--- src/rtl/svc_cfg_space.sv ---
module svc_cfg_space #(
  parameter int N = 3,
  parameter logic [20:0] DEV_SPAN = 21'h400,
  parameter logic [8*21-1:0] DEV_BASE = {21'h1C00, 21'h1800, 21'h1400, 21'h1000,
                                         21'h0C00, 21'h0800, 21'h0400, 21'h0000}
) (
  input  logic            clk,
  input  logic            rst_n,
  input  logic            req_valid,
  input  logic            req_write,
  input  logic [1:0]      req_size,
  input  logic [20:0]     req_addr,
  input  logic [31:0]     req_wdata,
  output logic            rsp_valid,
  output logic [31:0]     rsp_rdata,
  output logic            rsp_err,
  output logic            bus_reset,
  output logic            ctl_sel,
  output logic [N-1:0]    dev_sel,
  output logic            win_write,
  output logic [20:0]     win_offset,
  output logic [31:0]     win_wdata,
  input  logic [31:0]     ctl_rdata,
  input  logic [32*N-1:0] dev_desc,
  input  logic [32*N-1:0] dev_rdata
);
  localparam logic [20:0] CFG_END  = 21'h000400;
  localparam logic [20:0] CTL_BASE = 21'h000800;
  localparam logic [20:0] LB_BASE  = 21'h000C00;
  localparam logic [31:0] CHIP_ID  = 32'hC0022D15;
  localparam logic [31:0] BRK_VAL  = 32'hC0DE0000;
  localparam logic [31:0] DESC_PK  = 32'h8001102C;
  localparam logic [31:0] DESC_SI  = 32'h8001503A;

  function automatic logic [31:0] swap(input logic [31:0] v);
    return {v[7:0], v[15:8], v[23:16], v[31:24]};
  endfunction

  logic legal, in_cfg, in_ctl, in_lb, brk;
  logic [20:0] lb_off;
  logic [31:0] wdat, cfg_val, dev_val, rd_val;
  logic [20:0] dev_off;
  int unsigned widx;

  assign legal  = req_valid && req_addr[1:0] == 2'd0 && req_size == 2'd2;
  assign in_cfg = req_addr < CFG_END;
  assign in_ctl = req_addr >= CTL_BASE && req_addr < LB_BASE;
  assign in_lb  = req_addr >= LB_BASE;
  assign lb_off = req_addr - LB_BASE;
  assign wdat   = swap(req_wdata);
  assign widx   = {24'd0, req_addr[9:2]};

  for (genvar i = 0; i < N; i++) begin : g_dev
    localparam logic [21:0] LO = {1'b0, DEV_BASE[21*i +: 21]};
    localparam logic [21:0] HI = LO + {1'b0, DEV_SPAN};
    assign dev_sel[i] = legal && in_lb && {1'b0, lb_off} >= LO && {1'b0, lb_off} < HI;
  end

  always_comb begin
    dev_val = '0;
    dev_off = '0;
    for (int i = 0; i < N; i++)
      if (dev_sel[i]) begin
        dev_val = dev_rdata[32*i +: 32];
        dev_off = lb_off - DEV_BASE[21*i +: 21];
      end
  end

  always_comb begin
    if (widx == 0)           cfg_val = CHIP_ID;
    else if (widx == 1)      cfg_val = DESC_PK;
    else if (widx == 2)      cfg_val = DESC_SI;
    else if (widx == 3 + N)  cfg_val = '0;
    else                     cfg_val = BRK_VAL;
    for (int i = 0; i < N; i++)
      if (widx == 3 + i) cfg_val = dev_desc[32*i +: 32];
  end

  assign ctl_sel    = legal && in_ctl;
  assign win_write  = req_write && (ctl_sel || |dev_sel);
  assign win_offset = ctl_sel ? req_addr - CTL_BASE : dev_off;
  assign win_wdata  = wdat;
  assign brk        = legal && req_write && req_addr == 21'd0 && wdat == BRK_VAL;

  always_comb begin
    if (!legal || req_write) rd_val = '0;
    else if (in_cfg)         rd_val = cfg_val;
    else if (ctl_sel)        rd_val = ctl_rdata;
    else if (|dev_sel)       rd_val = dev_val;
    else                     rd_val = '0;
  end

  always_ff @(posedge clk or negedge rst_n) begin
    if (!rst_n) begin
      rsp_valid <= 1'b0;
      rsp_err   <= 1'b0;
      rsp_rdata <= '0;
      bus_reset <= 1'b0;
    end else begin
      rsp_valid <= req_valid;
      rsp_err   <= req_valid && !legal;
      rsp_rdata <= swap(rd_val);
      bus_reset <= brk;
    end
  end
endmodule


--- config.mk ---
export PLATFORM = sky130hd
export DESIGN_NAME = svc_cfg_space
export DESIGN_NICKNAME = d
export VERILOG_FILES = /design/src/rtl/svc_cfg_space.sv
export SDC_FILE = /design/constraint.sdc
export NUM_CORES = 1
export LEC_CHECK = 0
export BUFFER_PORTS_ARGS = -buffer_cell sky130_fd_sc_hd__buf_2
export CAP_MARGIN = 20
export CORE_AREA = 2 2 148 150
export CTS_CLUSTER_SIZE = 25
export DETAILED_ROUTE_END_ITERATION = 12
export DIE_AREA = 0 0 150 152
export SYNTH_ARGS = -nofsm -noshare
export SYNTH_HDL_FRONTEND = slang
export SYNTH_SLANG_ARGS = --single-unit
--- constraint.sdc ---
create_clock -name clk -period 9.2 [get_ports clk]
set_clock_uncertainty 0.2 [all_clocks]
set_input_delay 2.76 -clock clk [delete_from_list [all_inputs] [get_ports clk]]
set_output_delay 2.76 -clock clk [all_outputs]
set_load 0.02 [all_outputs]
Word-level counts from Yosys, hierarchy flattened
Index checks and enable logic that the tools add are counted.
{"block": "classes", "n_addsub": 4, "n_lt_le_gt_ge": 9, "n_eq_ne": 8, "n_mux": 18, "n_reduce_logical": 22}
{"op": "$mux 32", "n": 14}
{"op": "$mux 21", "n": 4}
{"op": "$ge 21x12->1 const B", "n": 3}
{"op": "$lt 21x12->1 const B", "n": 3}
{"op": "$sub 21x12->21 const B", "n": 3}
{"op": "$lt 21x11->1 const B", "n": 2}
{"op": "$eq 32x32->1 const B", "n": 1}
{"op": "$logic_not 32->1", "n": 1}
{"op": "$eq 8x3->1 const B", "n": 3}
{"op": "$ge 21x11->1 const B", "n": 1}
{"op": "$logic_not 21->1", "n": 1}
{"op": "$sub 21x11->21 const B", "n": 1}
{"op": "$eq 8x2->1 const B", "n": 2}
{"op": "$logic_and 1x1->1", "n": 15}
{"op": "$eq 8x1->1 const B", "n": 1}
{"op": "$reduce_or 3->1", "n": 1}
{"op": "$eq 2x2->1 const B", "n": 1}
{"op": "$logic_not 2->1", "n": 1}
{"op": "$logic_or 1x1->1", "n": 2}
{"op": "$logic_not 1->1", "n": 1}
{"block": "word_totals", "reg_bits": 35, "input_bits": 283, "output_inout_bits": 93}

Logic depth before layout (Yosys ltp)
Gate-level depths: netlist of run 1.
{"block": "logic_depth", "depth_word": 12, "depth_mapped": 16, "ltp_nobuf": 10}

Least setup slack after synthesis of run 1
No wires, ideal clock.
{"block": "synth_timing", "path_type": "input to output", "startpoint": "input req_addr[10]", "endpoint": "output win_offset[14]", "t_arrival_ns": 5.826, "setup_slack_ns": 0.414, "cell_stages": 13, "path_buffers": 4, "cell_sequence": "ha_1 clkbuf_1 xnor2_1 clkbuf_1 clkbuf_1 inv_1 ha_1 a221oi_1 nand2_1 nor2_1 clkbuf_1 o211ai_1 a21oi_1"}
{"block": "synth_between", "elab_chain_len": 7, "elab_cells_between_ends": 24, "cone_classes": "add/sub: 4; order compare: 8; mux: 4; reduce/logical: 8"}
{"element": "start, declared", "line": "12", "text": "input logic [20:0] req_addr,"}
{"element": "$sub 21x12->21 / $ge 21x12->1 (equally long branches)", "line": "49, 48"}
{"element": "$lt 21x11->1 (tied with other cells)", "line": "56", "text": "assign dev_sel[i] = legal && in_lb && {1'b0, lb_off} >= LO && {1'b0, lb_off} < HI;"}
{"element": "$logic_and 1x1->1", "line": "56"}
{"element": "$mux 21 / $logic_and 1x1->1 (equally long branches)", "line": "63, 56"}
{"element": "$mux 21 (2 in series)", "line": "63", "text": "if (dev_sel[i]) begin"}
{"element": "$mux 21 *", "line": "81", "text": "assign win_offset = ctl_sel ? req_addr - CTL_BASE : dev_off;"}
{"element": "end, declared", "line": "21", "text": "output logic [20:0] win_offset,"}
Mark *: on every way between the ends. The rest lies on a longest branch, timed or not.

Worst setup path after layout of run 1
{"block": "layout_timing", "startpoint": "input req_addr[10]", "endpoint": "output win_offset[15]"}
Same word-level chain as after synthesis.

==> results of run 1 <==
==> cell usage in the layout (no fill, tap or decap), drive strengths merged, types with 10 or more instances in the layout <==
master and n:
ha 10, and2 12, inv 28, a21oi 50, o21ai 51, o211ai 29, nand2 64, a22oi 13
nor3 11, nor2 31, nand3 17, a21o 15, nand4 10, nor4 11, a221oi 42, dfrtp 35
buf 393
==> state kept, by name (all words and copies together), names as in the netlist <==
register   cells
bus_reset      1
rsp_valid      1
rsp_err        1
rsp_rdata     32
==> critical path, delay by kind of cell <==
family / cells / cell delay [ns]
buf+inv: 5 / 1.17
simple gates: 2 / 0.20
xor+xnor: 1 / 0.11
compound gates: 3 / 0.57
fa+ha+maj: 2 / 0.81
==> layer usage <==
metal | part of all wire [%] | track usage, % | wire [um]
met1 | 41 | 27.4 | 10800
met2 | 48 | 36.6 | 12500
met3 | 7.6 | 3.39 | 1980
met4 | 3.0 | 7.59 | 771
met5 | 0 | 0 | 0
==> layout make-up <==
cell class              count  area, um^2
clock buffers               5         125
inverters                  29         109
well taps                 280         350
flip-flops and latches     35         876
clock inverters             3        20.0
fillers                  2386       14600
multi-input cells         480        3250
repair buffers            393        2020
==> final timing paths <==
| kind | start | to | slack, ns | cells past startpoint |
|---|---|---|---|---|
| max in group asynchronous | rst_n | rsp_rdata[10] | 5.78 | 1 |
| setup / recovery | req_addr[10] | win_offset[15] | 0.59 | 13 |
| hold / removal | rst_n | rsp_rdata[18] | 2.41 | 1 |
| min in group clk | req_valid | rsp_valid | 2.43 | 1 |
==> synth_stat cells (10+ instances only) <==
master / n / area (um^2)
nand2_1: 64 / 240
a21oi_1: 50 / 250
clkbuf_1: 48 / 180
dfrtp_1: 35 / 876
buf_4: 34 / 255
nor2_1: 31 / 116
o211ai_1: 29 / 218
o21ai_0: 29 / 145
inv_1: 28 / 105
a221oi_1: 27 / 236
o21ai_1: 21 / 105
nand3_1: 16 / 80.1
a21o_1: 15 / 113
a221oi_2: 15 / 225
a22oi_1: 13 / 97.6
and2_1: 11 / 68.8
ha_1: 10 / 125
nand4_1: 10 / 62.6
nor4_1: 10 / 62.6
==> through the flow <==
stage	instance area (um^2)	std cells	worst slack, ns
finish	6750	1225	0.586
global route	6750	1225	0.380
CTS	6750	1225	0.637
detailed placement	6600	1217	0.655
global placement	6600	1217	0.741
floorplan	4740	640	0.414
==> cell families (layout without fill, tap and decap cells) <==
| group | Yosys count | after routing | share of synthesized area [%] |
|---|---|---|---|
| AOI/OAI and AO/OA | 255 | 255 | 39.6 |
| xor gates and xnor gates | 4 | 4 | 0.740 |
| adders and majority gates | 10 | 10 | 2.64 |
| buffers and inverters | 125 | 430 | 13.7 |
| DFF | 35 | 35 | 18.5 |
| muxes | 9 | 9 | 2.11 |
| other | 1 | 2 | 0.0791 |
| and+or+nand+nor | 200 | 200 | 22.7 |
==> where the power goes <==
group	total [uW]	switching (uW)	internal, uW
sequential	154	0.0887	154
combinational	198	115	83.0
clock	178	78.0	100
total	531	193	337
==> results.cfg, run 1 <==
[outcome]
status = finished clean

[cells_and_area]
n_antenna_cell = 0
drive_above_1_share_pct = 46.9
synthToLayoutAreaGrowth_pct = 42.4
finalNetCount = 1237
finish.utilization_pct = 31.6

[die]
die_h_um = 152
core.rowCount = 54
die_w_um = 150
start_util_pct = 22.2
core_mm2 = 0.0214
io_pins = 376
die_area_mm2 = 0.0228

[cts]
cts_buffers = 5
clock-sinks = 35
cts_buffer_depth = 2
cts_tree = built
post_cts_buffers = 0
ctsHoldBuffers = 0
htreeDepth = 2
clk_pin_slew_ns = 0.07
ctsResizeCount = 0
clockRootBuffer = clkbuf_16

[worst_setup_path]
cp-end-kind = primary output
required_ns = 6.24
cp_cell_sequence = buf_2 > ha_1 > xnor2_2 > inv_1 > ha_1 > buf_4 > o41ai_2 > nand2_1 > buf_4 > nor2_1 > a31oi_1 > o21ai_0 > buf_2
critPathLaunchType = primary input
crit_arrival_ns = 5.65
max_stage_delay_ns = 0.51
crit_type = primary input to primary output
cpMaxStageDelayCell = ha_1
crit_fanout = 33

[sta]
tns_ns = 0
max_freq_mhz = 116
fin_crit_ns = 8.61
drv_slew = 0
timing.final.crit_share_pct = 93.6
hold_ws_ns = 2.41
hold_viol = 0
rsz0062_at_grt = false
tightest_slew_ns = 1.04
setup_violations = 0
slew-limit-headroom_pct = 30.2

[synth]
synthCells = 639
synth-seq-cells = 35
yosysWarnings = 0
synth_ff_type = dfrtp_1
netlist_area_mm2 = 0.00474
yosysSeqAreaShare_pct = 18.5
synth_area_per_cell_um2 = 7.42
ys_types = 74
async_reset_ff_share_pct = 100
synth_edf_count = 0

[route]
post_drt_via_cell_ratio = 5.19
dr.pass1.iters = 5
dr.first_iter.drc_count = 366
detail-route-antenna-nets = 0
via_count = 6352
wl_per_cell_um = 21.3
remaining_drc_errors = 0
wl_um = 26100

[global_route]
grt_pass1_wl_um = 37000
grt-ovfl-total = 0
grt_max_degree = 36
grt_pass1_vias = 6099
antenna_found_initial = 0
track_usage_pct = 21.5

[min_path]
hold_path_class = primary input to asynchronous set/reset pin

[placement]
gp_congestion = 0.901
port_buffers = 373
hpwlAfterDp_um = 21000

[power]
pwr_density_cell_mw_per_mm2 = 78.6
power.total_uw = 531
p_leak_uw = 0.00313
irDropWorstVdd_uv = 51.4

[flow_run]
drv_cap = 0
No activity file was read; power rests on OpenSTA's default activity.
==> run 2: changes to the inputs <==
Settings changed: ABC_AREA set to 1, CORE_AREA 2 2 148 150 to 2 2 147 149, DIE_AREA 0 0 150 152 to 0 0 149 151.
==> results.cfg, run 2 <==
[outcome]
status = finished clean

[synth]
yosysSeqAreaShare_pct = 17.3
synth_top_family_by_area = simple AND/OR/NAND/NOR gates
synthCells = 808
async_reset_ff_share_pct = 100
yosys-top-cells-count = 266 x nand2_1, 83 x inv_1, 52 x nand3_1
synth_mux_area_share_pct = 0
synth_area_per_cell_um2 = 6.25
synthXorXnorAreaFrac_pct = 0.347
synth_area_leader_cell = nand2_1
synth_ff_type = dfrtp_1
synth_top_area_share_pct = 19.8
ys_types = 43
yosysWarnings = 0
synth_most_common_cell = nand2_1
synth-simple-area-share_pct = 50.4
yosys-top-cells-area = nand2_1 20%, dfrtp_1 17%, nand3_2 7.7%
synth-seq-cells = 35
netlist_area_mm2 = 0.00505
synth_compound_area_share_pct = 12.9
synth_edf_count = 0
yosys.area_share.adder_pct = 2.48

[cts]
cts_tree = built
clk_pin_slew_ns = 0.06
post_cts_buffers = 0
clock-sinks = 35
cts_buffers = 5
clockRootBuffer = clkbuf_16
htreeDepth = 2
cts_buffer_depth = 2
ctsResizeCount = 0
ctsHoldBuffers = 0

[die]
die_area_mm2 = 0.0225
start_util_pct = 24.3
core.rowCount = 53
core_mm2 = 0.0208
die_w_um = 149
die_h_um = 151
io_pins = 376

[worst_setup_path]
crit_type = primary input to primary output
cp_cell_sequence = buf_2 > inv_2 > ha_1 > nand2_1 > nand2_4 > nor2_1 > nand3_1 > nand2_2 > nand3_1 > nor2_2 > nand2_2 > nand2_4 > nand2_2 > inv_4 > nand2_1 > nand2_1 > nand2_1 > nand3_1 > nand2_1 > inv_1 > buf_2
max_stage_delay_ns = 0.33
critPathLaunchType = primary input
crit_fanout = 34
crit_top_cell = nand2_1
cp-end-kind = primary output
cpMaxStageDelayCell = inv_4
crit_arrival_ns = 5.42
required_ns = 6.24
endpoint = win_offset[11]
crit_path_start = req_addr[12]

[power]
seqPwrFrac_pct = 31.6
pwr_density_cell_mw_per_mm2 = 69.5
combPwrFrac_pct = 25.5
clockPowerShare_pct = 42.9
p_leak_uw = 0.00373
irDropWorstVdd_uv = 55.6
p_int_uw = 340
switching_share_pct = 30.5
p_switching_uw = 149

[global_route]
grt-ovfl-total = 0
grt_max_degree = 50
antenna_found_initial = 1
grt_pass1_vias = 5859
grt_pass1_wl_um = 33600
track_usage_pct = 19.9

[cells_and_area]
mostFrequentLayoutCells = 373 x buf_2, 266 x nand2_1, 83 x inv_1
n_fill_cell = 2366
layout_commonest_cell = buf_2
synthToLayoutAreaGrowth_pct = 39.0
regMostFlops = rsp_rdata
drive_above_1_share_pct = 44.2
fin_area_mm2 = 0.00702
largest_register_ffs = 32
finalNetCount = 1422

[placement]
hpwlAfterDp_um = 19700
port_buffers = 373
gp_congestion = 0.930
dpl_cell_area_mm2 = 0.00685

[route]
dr.first_iter.drc_count = 290
remaining_drc_errors = 0
wl_per_cell_um = 16.7
via_count = 6302
post_drt_via_cell_ratio = 4.48
detail-route-antenna-nets = 0
wl_um = 23400
dr.pass1.iters = 5

[sta]
hold_viol = 0
setup_violations = 0
timing.final.crit_share_pct = 91.1
rsz0062_at_grt = false
tightest_slew_ns = 0.970
drv_slew = 0
fin_crit_ns = 8.38
max_freq_mhz = 119
slew-limit-headroom_pct = 35.1
hold_ws_ns = 2.39
tns_ns = 0

[flow_run]
drv_cap = 0

[min_path]
hold_path_class = primary input to flip-flop
[run 2: through the flow]
step / utilization [%] / std cells / power [uW] / setup slack [ns]
final: 33.7 / 1406 / 488 / 0.821
after global routing: 33.7 / 1406 / 513 / 0.500
after CTS: 33.7 / 1405 / 497 / 0.800
after detailed placement: 32.9 / 1397 / 281 / 0.811
after global placement: 32.9 / 1397 / 282 / 0.850
after floorplan: - / 809 / 207 / 1.48
[run 2: cell type report]
cell class                 instances  area (um^2)  area share (%)
timing repair buffer             383         1940            27.7
clock inverter                     3         43.8           0.624
inverter                          88          333            4.74
sequential                        35          876            12.5
tap                              275          344            4.90
multi-input combinational        616         3360            47.8
clock buffer                       5          125            1.78
antenna                            1         2.50          0.0356
[run 2: cells by family after synthesis]
| logic type | Yosys count |
|---|---|
| AOI/OAI and AO/OA | 94 |
| xor gates and xnor gates | 2 |
| adders and majority gates | 10 |
| buffers and inverters | 158 |
| DFF | 35 |
| other | 1 |
| and+or+nand+nor | 508 |
[run 2: routing by layer]
layer	routed length [um]	GRT usage, %
met1	11100	28.8
met2	10300	30.2
met3	1630	3.89
met4	386	4.76
met5	0	0
[run 2: power groups by stage]
stage / logic [uW] / clock network [uW] / registers [uW]
after floorplan: 48.9 / 0 / 158
after global placement: 124 / 0 / 157
after detailed placement: 124 / 0 / 157
final: 125 / 209 / 154
after global routing: 136 / 223 / 154
after CTS: 125 / 218 / 154
[run 2: how the worst min path moves through the flow]
stage | end | cells after the start | startpoint
after floorplan | bus_reset | 0 | rst_n
final | rsp_valid | 1 | req_valid
after global routing | rsp_valid | 1 | req_valid
after detailed placement | rsp_valid | 1 | req_valid
after CTS | rsp_valid | 1 | req_valid
after global placement | rsp_valid | 1 | req_valid
[run 2: worst max-delay path, delay by kind of cell]
family | cells | cell delay [ns]
adders and majority gates | 1 | 0.19
and+or+nand+nor | 15 | 1.64
buffers and inverters | 5 | 0.83
